[src/rtl/prio_irq_pkg.sv]
package prio_irq_pkg;
  // Word addresses of the register port
  localparam int unsigned STAT_WORD = 0;
  localparam int unsigned EN_WORD   = 2;
  localparam int unsigned ACK_WORD  = 3;
  localparam int unsigned MST_WORD  = 7;
  localparam int unsigned LVL_WORD  = 9;
endpackage

[src/rtl/pic_edge_latch.sv]
module pic_edge_latch #(
  parameter int unsigned NUM_SRC = 32
) (
  input  logic               clk,
  input  logic               rst_n,
  input  logic [NUM_SRC-1:0] src_i,
  input  logic [NUM_SRC-1:0] ack_mask,
  output logic [NUM_SRC-1:0] pend_q,
  output logic [NUM_SRC-1:0] pend_d
);
  logic [NUM_SRC-1:0] prev_q;
  logic [NUM_SRC-1:0] rise;

  always_comb begin
    rise   = src_i & ~prev_q;
    pend_d = (pend_q & ~ack_mask) | rise;
  end

  always_ff @(posedge clk or negedge rst_n) begin
    if (!rst_n) begin
      prev_q <= '0;
      pend_q <= '0;
    end else begin
      prev_q <= src_i;
      pend_q <= pend_d;
    end
  end
endmodule

[src/rtl/pic_regfile.sv]
module pic_regfile
  import prio_irq_pkg::*;
#(
  parameter int unsigned NUM_SRC = 32,
  parameter int unsigned DATA_W  = 32,
  parameter int unsigned ADDR_W  = 4,
  parameter int unsigned LVL_W   = 6
) (
  input  logic               clk,
  input  logic               rst_n,
  input  logic               wr_en,
  input  logic [ADDR_W-1:0]  addr,
  input  logic [DATA_W-1:0]  wdata,
  input  logic [NUM_SRC-1:0] pend_q,
  output logic [NUM_SRC-1:0] en_q,
  output logic [NUM_SRC-1:0] en_d,
  output logic               mst_q,
  output logic               mst_d,
  output logic [LVL_W-1:0]   lvl_q,
  output logic [LVL_W-1:0]   lvl_d,
  output logic [NUM_SRC-1:0] ack_mask,
  output logic [DATA_W-1:0]  rdata
);
  logic hit_en, hit_ack, hit_mst, hit_lvl;

  always_comb begin
    hit_en   = wr_en && (addr == ADDR_W'(EN_WORD));
    hit_ack  = wr_en && (addr == ADDR_W'(ACK_WORD));
    hit_mst  = wr_en && (addr == ADDR_W'(MST_WORD));
    hit_lvl  = wr_en && (addr == ADDR_W'(LVL_WORD));
    en_d     = hit_en  ? wdata[NUM_SRC-1:0] : en_q;
    mst_d    = hit_mst ? wdata[0]           : mst_q;
    lvl_d    = hit_lvl ? wdata[LVL_W-1:0]   : lvl_q;
    ack_mask = hit_ack ? wdata[NUM_SRC-1:0] : '0;
  end

  always_ff @(posedge clk or negedge rst_n) begin
    if (!rst_n) begin
      en_q  <= '0;
      mst_q <= 1'b0;
      lvl_q <= '1;
    end else begin
      en_q  <= en_d;
      mst_q <= mst_d;
      lvl_q <= lvl_d;
    end
  end

  always_comb begin
    rdata = '0;
    if (addr == ADDR_W'(STAT_WORD))     rdata[NUM_SRC-1:0] = pend_q;
    else if (addr == ADDR_W'(EN_WORD))  rdata[NUM_SRC-1:0] = en_q;
    else if (addr == ADDR_W'(MST_WORD)) rdata[0]           = mst_q;
    else if (addr == ADDR_W'(LVL_WORD)) rdata[LVL_W-1:0]   = lvl_q;
  end
endmodule

[src/rtl/pic_irq_gen.sv]
module pic_irq_gen #(
  parameter int unsigned NUM_SRC = 32,
  parameter int unsigned LVL_W   = 6
) (
  input  logic               clk,
  input  logic               rst_n,
  input  logic [NUM_SRC-1:0] pend_d,
  input  logic [NUM_SRC-1:0] en_d,
  input  logic               mst_d,
  input  logic [LVL_W-1:0]   lvl_d,
  output logic               irq_o
);
  logic [NUM_SRC-1:0] below;
  logic               irq_d;

  for (genvar i = 0; i < NUM_SRC; i++) begin : g_thr
    assign below[i] = (lvl_d > LVL_W'(i));
  end

  always_comb irq_d = mst_d & (|(pend_d & en_d & below));

  always_ff @(posedge clk or negedge rst_n) begin
    if (!rst_n) irq_o <= 1'b0;
    else        irq_o <= irq_d;
  end
endmodule

[src/rtl/prio_irq_ctrl.sv]
module prio_irq_ctrl #(
  parameter int unsigned NUM_SRC = 32,
  parameter int unsigned DATA_W  = 32,
  parameter int unsigned ADDR_W  = 4,
  localparam int unsigned LVL_W  = $clog2(NUM_SRC + 1)
) (
  input  logic               clk,
  input  logic               rst_n,
  input  logic               wr_en,
  input  logic [ADDR_W-1:0]  addr,
  input  logic [DATA_W-1:0]  wdata,
  output logic [DATA_W-1:0]  rdata,
  input  logic [NUM_SRC-1:0] src_i,
  output logic               irq_o
);
  logic [1:0]         rst_pipe;
  logic               rst_sync_n;
  logic [NUM_SRC-1:0] pend_q, pend_d, en_q, en_d, ack_mask;
  logic               mst_q, mst_d;
  logic [LVL_W-1:0]   lvl_q, lvl_d;

  always_ff @(posedge clk or negedge rst_n) begin
    if (!rst_n) rst_pipe <= 2'b00;
    else        rst_pipe <= {rst_pipe[0], 1'b1};
  end
  assign rst_sync_n = rst_pipe[1];

  pic_edge_latch #(.NUM_SRC(NUM_SRC)) u_latch (
    .clk(clk), .rst_n(rst_sync_n), .src_i(src_i), .ack_mask(ack_mask),
    .pend_q(pend_q), .pend_d(pend_d)
  );

  pic_regfile #(.NUM_SRC(NUM_SRC), .DATA_W(DATA_W), .ADDR_W(ADDR_W), .LVL_W(LVL_W)) u_regs (
    .clk(clk), .rst_n(rst_sync_n), .wr_en(wr_en), .addr(addr), .wdata(wdata),
    .pend_q(pend_q), .en_q(en_q), .en_d(en_d), .mst_q(mst_q), .mst_d(mst_d),
    .lvl_q(lvl_q), .lvl_d(lvl_d), .ack_mask(ack_mask), .rdata(rdata)
  );

  pic_irq_gen #(.NUM_SRC(NUM_SRC), .LVL_W(LVL_W)) u_irq (
    .clk(clk), .rst_n(rst_sync_n), .pend_d(pend_d), .en_d(en_d),
    .mst_d(mst_d), .lvl_d(lvl_d), .irq_o(irq_o)
  );
endmodule

[config.mk]
export PLATFORM = sky130hd
export DESIGN_NAME = prio_irq_ctrl
export DESIGN_NICKNAME = d
export VERILOG_FILES = /design/src/rtl/prio_irq_pkg.sv /design/src/rtl/pic_edge_latch.sv /design/src/rtl/pic_regfile.sv /design/src/rtl/pic_irq_gen.sv /design/src/rtl/prio_irq_ctrl.sv
export SDC_FILE = /design/constraint.sdc
export NUM_CORES = 1
export LEC_CHECK = 0
export ABC_AREA = 1
export BUFFER_PORTS_ARGS = -buffer_cell sky130_fd_sc_hd__buf_2
export CAP_MARGIN = 20
export CORE_MARGIN = 2
export CORE_UTILIZATION = 50
export CTS_BUF_LIST = sky130_fd_sc_hd__clkbuf_8
export CTS_CLUSTER_SIZE = 28
export DETAILED_ROUTE_END_ITERATION = 6
export HOLD_SLACK_MARGIN = 0.03
export MAX_ROUTING_LAYER = met4
export PLACE_DENSITY = 0.76
export SLEW_MARGIN = 20
export SYNTH_ARGS = -nofsm -noshare
export SYNTH_HDL_FRONTEND = slang
export SYNTH_HIERARCHICAL = 1
export SYNTH_SLANG_ARGS = --single-unit
[constraint.sdc]
create_clock -name clk -period 3.1 [get_ports clk]
set_input_delay 0.31 -clock clk [delete_from_list [all_inputs] [get_ports clk]]
set_output_delay 0.31 -clock clk [all_outputs]
set_load 0.005 [all_outputs]
After elaboration in Yosys (flattened, before gate mapping) --
Index checks and enable logic that the tools add are counted. W data, S select, Z words.
Storage, ports and cells: register bits after elaboration 106, latch bits 0, memory bits (writable) 0, ROM bits 0, memories kept 0
Cells by class: add/sub/neg operators 0, $mul 0, divide/modulo/power cells 0, magnitude comparators 32, equality and inequality tests 4, shifts and indexed selects 0, multiplexer cells 10, bitwise gates (word level) 8, reductions and logical operators 6
Operators with widths (number):
- $and A32 B32 Y32 | 4
- $gt A6 B5 Y1 const B | 16
- $mux W32 | 3
- $not A32 Y32 | 2
- $gt A6 B4 Y1 const B | 8
- $or A32 B32 Y32 | 1
- $reduce_or A32 Y1 | 1
- $mux W26 | 1
- $gt A6 B3 Y1 const B | 4
- $mux W6 | 3
- $gt A6 B1 Y1 const B | 2
- $gt A6 B2 Y1 const B | 2
- $eq A4 B2 Y1 const B | 2
- $mux W5 | 1
- $eq A4 B3 Y1 const B | 1
- $eq A4 B4 Y1 const B | 1
- $logic_and A1 B1 Y1 | 4
- $logic_not A4 Y1 | 1
- $mux W1 | 2
- $and A1 B1 Y1 | 1

Depth between registers and ports, before layout --
Gate-level depths: netlist (run 1).
word-level depth 10, gate-level depth with buffers 18, depth with buffers taken out 17

Modules after synthesis --
Netlist (run 1), hierarchy kept.
Modules (own cells, without submodules):
- pic_edge_latch | times used 1, cells an instance 224, area an instance 2202.1 um^2
- pic_regfile | times used 1, cells an instance 322, area an instance 2179.6 um^2
- pic_irq_gen | times used 1, cells an instance 166, area an instance 747.0 um^2
- prio_irq_ctrl | times used 1, cells an instance 3, area an instance 53.8 um^2

Worst setup path after synthesis (run 1) --
No wires, ideal clock.
kind input to register, start in addr[1], end reg u_irq.irq_o, library setup time 0.122 ns, data arrival time 2.199 ns, setup slack 0.779 ns, stages on the path 13, path buffers 1, cells stage by stage nor2_1 -> nand3_1 -> clkbuf_1 -> o21ai_0 -> nor2_1 -> nand3_1 -> nand2_1 -> nand2_1 -> nand2_1 -> nor2_1 -> nand2_1 -> nor2_1 -> a21oi_1
RTL lines:
- from (decl) | RTL line prio_irq_ctrl.sv:10 | input logic [ADDR_W-1:0] addr,
- $eq A4 B4 Y1 (*) | RTL line pic_regfile.sv:30 | hit_lvl = wr_en && (addr == ADDR_W'(LVL_WORD));
- $logic_and A1 B1 Y1 (*) | RTL line pic_regfile.sv:30
- $mux W6 (*) | RTL line pic_regfile.sv:33 | lvl_d = hit_lvl ? wdata[LVL_W-1:0] : lvl_q;
- named net lvl_d[5] | RTL line prio_irq_ctrl.sv:20 | logic [LVL_W-1:0] lvl_q, lvl_d;
- $gt A6 B1 Y1, or another cell as far along | RTL line pic_irq_gen.sv:17 | assign below[i] = (lvl_d > LVL_W'(i));
- $and A32 B32 Y32 (*) | RTL line pic_irq_gen.sv:20 | always_comb irq_d = mst_d & (|(pend_d & en_d & below));
- $reduce_or A32 Y1 (*) | RTL line pic_irq_gen.sv:20
- $and A1 B1 Y1 (*) | RTL line pic_irq_gen.sv:20
- named net u_irq.irq_d | RTL line pic_irq_gen.sv:14 | logic irq_d;
- to (signal assigned) | RTL line pic_irq_gen.sv:24 | else irq_o <= irq_d;
- to (decl) | RTL line pic_irq_gen.sv:11 | output logic irq_o
The timed path passes the listed nets; every way through them passes the cells marked *.

Final worst setup path (run 1) --
Ends and elaborated chain as after synthesis.

==> flow_summary.yaml, run 1 <==
timing:
  slew_violations: 0
  finalHoldViolations: 0
  tightest_slew_ps: 991.8
  setup-tns-final_ps: 0
  slew-limit-headroom: 0.3381
  fin_crit_ps: 2432
  skew_ps: 15.06
  setup_viol: 0
  max_freq_ghz: 0.4111
  rsz0062_at_grt: "no"
  fin_crit_sh: 0.7847
  hold_ws_ps: 43.03
  setup_ws_ps: 667.5
layout:
  final_cell_mix: "267 x nand2_1, 120 x inv_1, 103 x buf_2"
  design_area_um2: 6223
  layout-drive-gt1-share: 0.1788
  final_core_util: 0.6111
  stdcell_count: 975
  fill_cells: 954
  area_growth_pct: 20.09
  num_antenna_cells: 0
  final_common_cell: "nand2_1"
  fin_nets: 905
synthesis:
  synth_cells: 715
  ys_seq_area_frac: 0.5133
  synth.cell_area_um2: 5182
  synth_top_flop_cell: "dfrtp_1"
  synth_area_leaders: "dfrtp_1 48%, nand2_1 19%, inv_1 8.7%, nand3_1 7.0%, nor2_1 4.6%"
  synth_seq_cells: 106
  async_reset_ff_frac: 1.000
  syn_nets: 786
  yosysWarnings: 6
  syn_avg_cell_area_um2: 7.248
  synth_edf_count: 0
  synth_largest_area_cell: "dfrtp_1"
  yosysUniqueCellTypes: 23
  synth_top_area_share: 0.4829
worst_setup_path:
  crit_slowest_cell: "nor2_2"
  end_kind: "flop"
  cp_max_fo: 14
  cp_data_arrival_time_ps: 2710
  path_common_cell: "nand2_1"
  start_kind: "input port"
  path_cells: "buf_2 -> nor2_1 -> nand3_1 -> nand2_1 -> o21ai_0 -> nor2_2 -> nand2_1 -> inv_1 -> nand2_1 -> nand2_1 -> nand2_1 -> nor2_1 -> nand2_1 -> nor2_1 -> a21oi_1"
  max_stage_delay_ps: 530
  crit_type: "in -> reg"
  worstPathRequired_ps: 3380
placed_design:
  gp_congestion: 0.8758
  dpl_cell_area_um2: 5911
  place_hpwl_mm: 9.143
  port_buffers: 103
  dp_cells: 948
  pre_cts_slack_ps: 351.7
detailed_routing:
  wl_per_cell_um: 13.35
  wl_met2_mm: 6.496
  drt-total-wl_mm: 13.02
  num_vias: 4768
  wl_met1_mm: 5.513
  drt_iter0_drc: 269
  ant_nets: 0
  viasPerCell: 4.890
  highest_layer: "met4"
  drt_first_pass_iters: 5
  wl_met3_um: 754
  drc_errors: 0
global_route:
  grtUsageTotal: 0.2523
  grt_pass1_wl_mm: 21.89
  grt-ovfl-total: 0
  antenna_found_initial: 0
  grt_max_degree: 87
  first_global_vias: 4766
clock_tree:
  clock_sinks: 106
  cts_buffers: 9
  cts-root-buf: "clkbuf_8"
  ctsLongestPathBuffers: 2
  htreeDepth: 3
  clock_latency_ps: 380
  cts_tree: "done"
  cts_setup_buffers: 0
  clk_pin_slew_ps: 110
floorplan:
  io_pins: 104
  start_util: 0.5088
  die_width_um: 105.8
  core-area_um2: 10180
  rows: 37
  chipHeight_um: 105.8
  fp.dieArea_um2: 11200
pwr:
  power_mw: 3.239
  p_per_area_nw_per_um2: 520.5
  p_leak_nw: 3.532
  ir_worst_vdd_mv: 0.4305
job:
  drv_cap: 0
hold_path:
  worstHoldPathType: "in -> reg"
outcome:
  status: "complete, no violations"
==> what timing repair did <==
| item | CTS | global route |
|---|---|---|
| endpoints found under the hold margin | 8 | 4 |
| resized for setup | 0 | 0 |
| hold buffers | 7 | 4 |
==> critical path: cells and delay by family <==
family | cells | cell delay, ps
AO/OA/AOI/OAI | 2 | 340
buffers and inverters | 2 | 240
AND/OR/NAND/NOR | 11 | 1820
==> sequential cells by signal, summed over array words and instances, names as in the netlist <==
signal	count
u_latch/pend_q	32
u_latch/prev_q	32
u_regs/en_q	32
u_regs/lvl_q	6
rst_pipe	2
u_irq/irq_o	1
u_regs/mst_q	1
==> layout make-up <==
class | instances | area (um2) | share of cell area
Sequential cell | 106 | 2664 | 0.4280
Multi-Input combinational cell | 466 | 1966 | 0.3158
Timing Repair Buffer | 129 | 763.2 | 0.1226
Inverter | 122 | 457.9 | 0.07358
Tap cell | 136 | 170.2 | 0.02734
Clock buffer | 10 | 137.6 | 0.02211
Clock inverter | 6 | 65.06 | 0.01045
==> worst paths after layout <==
kind / depth (start not counted) / to / start / slack, ps
worst max-delay path: 15 / u_irq/irq_o$_DFF_PN0_ / addr[1] / 670
worst min-delay path: 1 / u_latch/prev_q[22]$_DFF_PN0_ / src_i[22] / 40
worst max register to register: 12 / u_irq/irq_o$_DFF_PN0_ / u_regs/lvl_q[4]$_DFF_PN1_ / 920
worst min register to register: 0 / u_latch/prev_q[24]$_DFF_PN0_ / rst_pipe[1]$_DFF_PN0_ / 210
max in group asynchronous: 1 / u_regs/lvl_q[3]$_DFF_PN1_ / rst_pipe[1]$_DFF_PN0_ / 2130
min in group asynchronous: 0 / u_latch/prev_q[24]$_DFF_PN0_ / rst_pipe[1]$_DFF_PN0_ / 210
==> Yosys cell counts, types with 4 or more instances <==
library cell,instances
nand2_1,267
inv_1,120
dfrtp_1,100
nand3_1,73
nor2_1,64
o21ai_1,32
buf_2,9
clkbuf_1,9
o21ai_0,9
nand3b_1,8
dfstp_2,6
nand4_1,4
==> routing by layer <==
metal,vias to the layer above,track usage
met1,2196,0.2968
met4,0,0.09305
met2,156,0.4341
met3,23,0.04515
met5,-,-
li1,2393,-
==> cells by family (layout without fill, tap and decap cells) <==
group                  after synthesis  count (layout)  synth area share
and+or+nand+nor                    423             423            0.3375
buffers and inverters              143             267            0.1079
DFF                                106             106            0.5133
AOI/OAI and AO/OA                   42              42           0.04056
other                                1               1         0.0007236
==> power breakdown <==
| group | switching [mW] | internal [mW] |
|---|---|---|
| logic | 0.475 | 0.268 |
| registers | 0.0765 | 1.54 |
| clock network | 0.484 | 0.397 |
No activity file was read; power rests on OpenSTA's default activity.
==> run 2, diff against run 1 <==
--- a/config.mk
+++ b/config.mk
@@ -15,7 +15,7 @@
 export DETAILED_ROUTE_END_ITERATION = 6
 export HOLD_SLACK_MARGIN = 0.03
 export MAX_ROUTING_LAYER = met4
-export PLACE_DENSITY = 0.76
+export PLACE_DENSITY = 0.74
 export SLEW_MARGIN = 20
 export SYNTH_ARGS = -nofsm -noshare
 export SYNTH_HDL_FRONTEND = slang
==> constraint.sdc (replaced) <==
create_clock -name clk -period 2.4 [get_ports clk]
set_input_delay 0.24 -clock clk [delete_from_list [all_inputs] [get_ports clk]]
set_output_delay 0.24 -clock clk [all_outputs]
set_load 0.005 [all_outputs]
==> run 2 against run 1 <==
  * Register-to-register slack worse by 410 ps
  * Clock power is 9.5% higher
  * Sequential cell count stayed put
  * Critical path depth is 5 lower
  * Via count is 2.6% higher
  * Setup slack worse by 460 ps
  * Die area stayed put
  * First-iteration DRC count is 22% higher
==> flow_summary.yaml, run 2 (same netlist as run 1, synthesis figures left out) <==
placed_design:
  port_buffers: 103
  place_hpwl_mm: 8.903
  gp_congestion: 0.9066
  dpl_cell_area_um2: 5948
clock_tree:
  cts-resized-gates: 0
  cts_tree: "done"
  ctsLongestPathBuffers: 2
  htreeDepth: 3
  cts_buffers: 9
  cts-root-buf: "clkbuf_8"
  clk_pin_slew_ps: 90
  clock_latency_ps: 370
  clock_sinks: 106
detailed_routing:
  drt_first_pass_iters: 5
  ant_nets: 0
  drc_errors: 0
  num_vias: 4893
  wl_per_cell_um: 12.85
  drt_iter0_drc: 329
  viasPerCell: 4.883
  drt-total-wl_mm: 12.88
layout:
  top_regs: "u_latch/pend_q (32), u_latch/prev_q (32), u_regs/en_q (32)"
  final_cell_mix: "267 x nand2_1, 123 x inv_1, 103 x buf_2"
  final_core_util: 0.6326
  area_growth_pct: 24.31
  design_area_um2: 6442
  final_common_cell: "nand2_1"
  layout-drive-gt1-share: 0.1755
  fin_nets: 932
  num_antenna_cells: 0
pwr:
  internal_power_mw: 2.768
  switching_share: 0.3166
  p_sw_mw: 1.282
  ir_worst_vdd_mv: 0.3344
  clockPowerShare: 0.238
  pwr-share-seq: 0.516
  p_leak_nw: 3.646
  power_mw: 4.050
  p_per_area_nw_per_um2: 628.7
  power_frac_comb: 0.246
worst_setup_path:
  reg2reg_slack_ps: 510
  crit_type: "in -> out"
  end_kind: "primary output"
  worstReg2RegEnd: "u_irq/irq_o$_DFF_PN0_"
  start_kind: "input port"
  cp_data_arrival_time_ps: 1950
  worstPathRequired_ps: 2160
  cp_max_fo: 34
  reg2reg_depth: 12
  rr_startpoint: "u_regs/lvl_q[5]$_DFF_PN1_"
hold_path:
  worstHoldPathType: "in -> reg"
  min_path_cells: 3
  hp-start: "wdata[23]"
  hold_end: "u_regs/en_q[23]$_DFF_PN0_"
timing:
  slew-limit-headroom: 0.5960
  max_freq_ghz: 0.4569
  rsz0062_at_grt: "no"
  slew_violations: 0
  finalHoldViolations: 0
  fin_crit_sh: 0.9120
  hold_ws_ps: 153.7
  tightest_slew_ps: 601.3
  setup_viol: 0
  fin_crit_ps: 2189
  skew_ps: 6.316
floorplan:
  chipHeight_um: 105.8
  rows: 37
  fp.dieArea_um2: 11200
  start_util: 0.5088
  core-area_um2: 10180
  die_width_um: 105.8
  io_pins: 104
global_route:
  grt_pass1_wl_mm: 21.77
  first_global_vias: 4884
  grtUsageTotal: 0.2503
  grt_max_degree: 65
  grt-ovfl-total: 0
  antenna_found_initial: 0
job:
  drv_cap: 0
outcome:
  status: "complete, no violations"
==> run 2: cell count changes in the layout (fill, tap and decap cells not counted) <==
cell	before	now
buf_4	13	18
clkinv_2	2	3
bufinv_16	1	0
inv_6	1	0
inv_1	120	123
clkinvlp_4	1	0
dlygate4sd3_1	11	33
clkinv_4	1	0
==> run 2: metal layers <==
layer / up-vias / track usage / wire [um]
met5: - / - / 0
met4: 0 / 0.07613 / 234
met3: 22 / 0.04453 / 690
met2: 151 / 0.4217 / 6243
met1: 2270 / 0.3095 / 5706
li1: 2450 / - / -
==> run 2: cell type report <==
type / count / area [um2]
inverter: 122 / 457.9
multi-input combinational: 466 / 1966
clock buffer: 10 / 137.6
tap: 136 / 170.2
timing repair buffer: 156 / 1021
sequential: 106 / 2664
clock inverter: 6 / 26.28
fill: 932 / 3742
==> run 2: worst max-delay path: stages <==
cell and delay, ps:
buf_2 110, buf_4 140, nor2_4 130, buf_4 400, nand2_1 120, nor2_2 90, buf_4 370, nand2_1 130
nand3_1 90, buf_2 120
==> run 2: what timing repair did <==
| item | 4_1_cts | 5_1_grt |
|---|---|---|
| hold buffers | 33 | 0 |
| buffers inserted | 0 | 0 |
| endpoints found under the hold margin | 34 | 0 |
==> run 2: through the flow <==
step / setup WS, ps / setup TNS (ps) / std cells
after global placement: 162.3 / 0 / 953
after detailed placement: -12.87 / -12.87 / 953
after global routing: 99.05 / 0 / 1002
after floorplan: 149.0 / 0 / 715
after CTS: 236.1 / 0 / 1002
final: 211.2 / 0 / 1002
==> run 2: worst max-delay path by stage <==
| stage | start | to | slack, ps |
|---|---|---|---|
| 2_1_floorplan | addr[1] | u_irq/irq_o$_DFF_PN0_ | 150 |
| 3_3_place_gp | addr[1] | u_irq/irq_o$_DFF_PN0_ | 160 |
| 3_5_place_dp | addr[0] | u_irq/irq_o$_DFF_PN0_ | -10 |
| 4_1_cts | addr[2] | rdata[5] | 240 |
| 5_1_grt | addr[2] | rdata[2] | 100 |
| 6_report | addr[2] | rdata[2] | 210 |
==> run 2: power groups by stage <==
stage / Clock (mW) / Combinational, mW / Sequential [mW]
2_1_floorplan: 0 / 0.617 / 2.11
3_3_place_gp: 0 / 0.928 / 2.12
3_5_place_dp: 0 / 0.947 / 2.13
4_1_cts: 1.00 / 0.991 / 2.09
5_1_grt: 1.07 / 1.13 / 2.12
6_report: 0.965 / 0.996 / 2.09
==> run 3, diff against run 2 <==
--- a/config.mk
+++ b/config.mk
@@ -10,7 +10,7 @@
 export CAP_MARGIN = 20
 export CORE_MARGIN = 2
 export CORE_UTILIZATION = 50
-export CTS_BUF_LIST = sky130_fd_sc_hd__clkbuf_8
+export CTS_BUF_LIST = sky130_fd_sc_hd__clkbuf_4
 export CTS_CLUSTER_SIZE = 28
 export DETAILED_ROUTE_END_ITERATION = 6
 export HOLD_SLACK_MARGIN = 0.03
@@ -19,5 +19,4 @@
 export SLEW_MARGIN = 20
 export SYNTH_ARGS = -nofsm -noshare
 export SYNTH_HDL_FRONTEND = slang
-export SYNTH_HIERARCHICAL = 1
 export SYNTH_SLANG_ARGS = --single-unit
==> run 3 against run 2 <==
  * Maximum frequency increased by 12%
  * Sequential cell count unchanged
  * Non-clock buffer count decreased by 3
  * Combinational power increased by 11%
  * Total power increased by 1.4%
  * Largest power group unchanged
==> flow_summary.yaml, run 3 <==
layout:
  fin_nets: 845
  final_cell_mix: "171 x nand2_1, 103 x buf_2, 99 x dfrtp_1"
  stdcell_count: 915
  design_area_um2: 6374
  final_common_cell: "nand2_1"
  top_regs: "u_latch.pend_q (32), u_latch.prev_q (32), u_regs.en_q (32)"
  fill_cells: 913
  area_growth_pct: 23.61
  final_core_util: 0.6258
  layout-drive-gt1-share: 0.2169
  num_antenna_cells: 0
worst_setup_path:
  worstReg2RegEnd: "u_irq.irq_o$_DFF_PN0_"
  rr_startpoint: "u_regs.lvl_q[1]$_DFF_PN1_"
  cp_max_fo: 15
  reg2reg_depth: 12
  path_cells: "buf_2 -> inv_1 -> nor2_1 -> nand2_1 -> clkinv_1 -> buf_12 -> a22o_1 -> buf_2"
  start_kind: "input port"
  path_common_cell: "buf_2"
  worstPathRequired_ps: 2160
  reg2reg_slack_ps: 600
  crit_type: "in -> out"
  startpoint: "addr[1]"
  end_kind: "primary output"
  cp_data_arrival_time_ps: 1720
  crit_slowest_cell: "clkinv_1"
  max_stage_delay_ps: 390
synthesis:
  syn_avg_cell_area_um2: 8.197
  yosys.area_share.simple: 0.2514
  synth_seq_cells: 106
  synth-xor-area-share: 0
  synth_fa_ha_area_frac: 0
  syn_nets: 700
  yosysWarnings: 0
  async_reset_ff_frac: 1.000
  synth_cells: 629
  synth_commonest_cells: "171 x nand2_1, 100 x dfrtp_1, 95 x inv_1"
  synth_top_area_share: 0.4853
  synth.most_common_cell: "nand2_1"
  yosysUniqueCellTypes: 33
  synth.area.mux_share: 0
  synth_top_family_by_area: "simple AND/OR/NAND/NOR gates"
  synth.cell_area_um2: 5156
  synth_largest_area_cell: "dfrtp_1"
  synth_compound_area_frac: 0.1369
  synth_area_leaders: "dfrtp_1 49%, nand2_1 12%, inv_1 6.9%, o21ai_0 6.3%, nand3_1 4.2%"
  synth_edf_count: 0
  ys_seq_area_frac: 0.5159
  synth_top_flop_cell: "dfrtp_1"
clock_tree:
  htreeDepth: 3
  cts_tree: "done"
  cts_buffers: 9
  clock_latency_ps: 480
  cts-root-buf: "clkbuf_4"
  ctsLongestPathBuffers: 2
  cts-resized-gates: 0
  clock_sinks: 106
  clk_pin_slew_ps: 160
timing:
  rsz0062_at_grt: "no"
  max_freq_ghz: 0.5096
  finalHoldViolations: 0
  slew-limit-headroom: 0.4705
  slew_violations: 0
  fin_crit_sh: 0.8176
  skew_ps: 18.54
  setup_viol: 0
  fin_crit_ps: 1962
  setup-tns-final_ps: 0
  hold_ws_ps: 67.94
  setup_ws_ps: 437.7
  tightest_slew_ps: 788.2
global_route:
  grt_pass1_wl_mm: 22.45
  first_global_vias: 4697
  grt_max_degree: 48
  grtUsageTotal: 0.2657
  antenna_found_initial: 0
  grt-ovfl-total: 0
pwr:
  p_leak_nw: 3.243
  p_per_area_nw_per_um2: 644.2
  switching_share: 0.3353
  p_sw_mw: 1.376
  power_mw: 4.106
  pwr-share-seq: 0.514
  internal_power_mw: 2.729
  power_frac_comb: 0.270
  clockPowerShare: 0.217
  ir_worst_vdd_mv: 0.4490
placed_design:
  gp_congestion: 0.9646
  place_hpwl_mm: 9.752
  pre_cts_slack_ps: 209.6
  dp_cells: 863
  dpl_cell_area_um2: 5881
  port_buffers: 103
hold_path:
  min_path_cells: 3
  worstHoldPathType: "in -> reg"
  hold_end: "u_regs.en_q[13]$_DFF_PN0_"
  hp-start: "wdata[13]"
job:
  drv_cap: 0
detailed_routing:
  viasPerCell: 5.177
  ant_nets: 0
  drt_iter0_drc: 376
  drc_errors: 0
  drt-total-wl_mm: 13.60
  num_vias: 4737
  drt_first_pass_iters: 5
  wl_per_cell_um: 14.86
floorplan:
  die_width_um: 105.6
  chipHeight_um: 105.6
  fp.dieArea_um2: 11140
  start_util: 0.5063
  core-area_um2: 10180
  rows: 37
  io_pins: 104
outcome:
  status: "complete, no violations"
## run 3: cell count changes in the layout (fill, tap and decap cells not counted), sizes merged, moves of 18 or more
| cell | change |
|---|---|
| a21oi | +18 |
| a22o | +21 |
| inv | -27 |
| nand2 | -83 |
| nand3 | -29 |
| nor2 | -36 |
| o21ai | +38 |
## run 3: cells by family after synthesis
kind of cell	Yosys count
AND/OR/NAND/NOR	280
flip-flops	106
AO/OA/AOI/OAI	123
buffers and inverters	119
other	1
## run 3: cell type report
class | count | area [um2] | share of cell area
Multi-Input combinational cell | 404 | 2012 | 0.3157
Sequential cell | 106 | 2664 | 0.4179
Inverter | 100 | 376.6 | 0.05909
Clock inverter | 6 | 57.56 | 0.009030
Tap cell | 136 | 170.2 | 0.02670
Timing Repair Buffer | 153 | 1018 | 0.1598
Clock buffer | 10 | 75.07 | 0.01178
## run 3: worst max-delay path, delay by kind of cell
kind                   cells  cell delay, ps
and+or+nand+nor            2             170
buffers and inverters      5            1040
AOI/OAI and AO/OA          1             260
## run 3: how the worst max path moves through the flow
stage                     cells after the start                    end  slack [ps]
after CTS                                     8              rdata[15]         450
after floorplan                               0  u_irq.irq_o$_DFF_PN0_         630
final                                         8              rdata[15]         440
after global placement                       15  u_irq.irq_o$_DFF_PN0_         240
after global routing                          8              rdata[24]         300
after detailed placement                     12  u_irq.irq_o$_DFF_PN0_         210
## run 3: what timing repair did
item | in CTS | in global routing
buffers inserted | 0 | 0
endpoints found under the hold margin | 63 | 0
hold buffers | 36 | 0
## run 3: power groups by stage
stage	clock [mW]	sequential, mW	combinational [mW]
2_1_floorplan	0	2.13	0.710
4_1_cts	0.928	2.11	1.10
3_5_place_dp	0	2.14	1.04
5_1_grt	0.983	2.14	1.25
6_report	0.890	2.11	1.11
3_3_place_gp	0	2.13	1.02
## run 3: layer usage
layer	GRT usage	wire length (um)	vias to the layer above
li1	-	-	2309
met3	0.06122	756	35
met2	0.4258	6493	171
met4	0.09211	369	0
met1	0.3341	5977	2222
met5	-	0	-
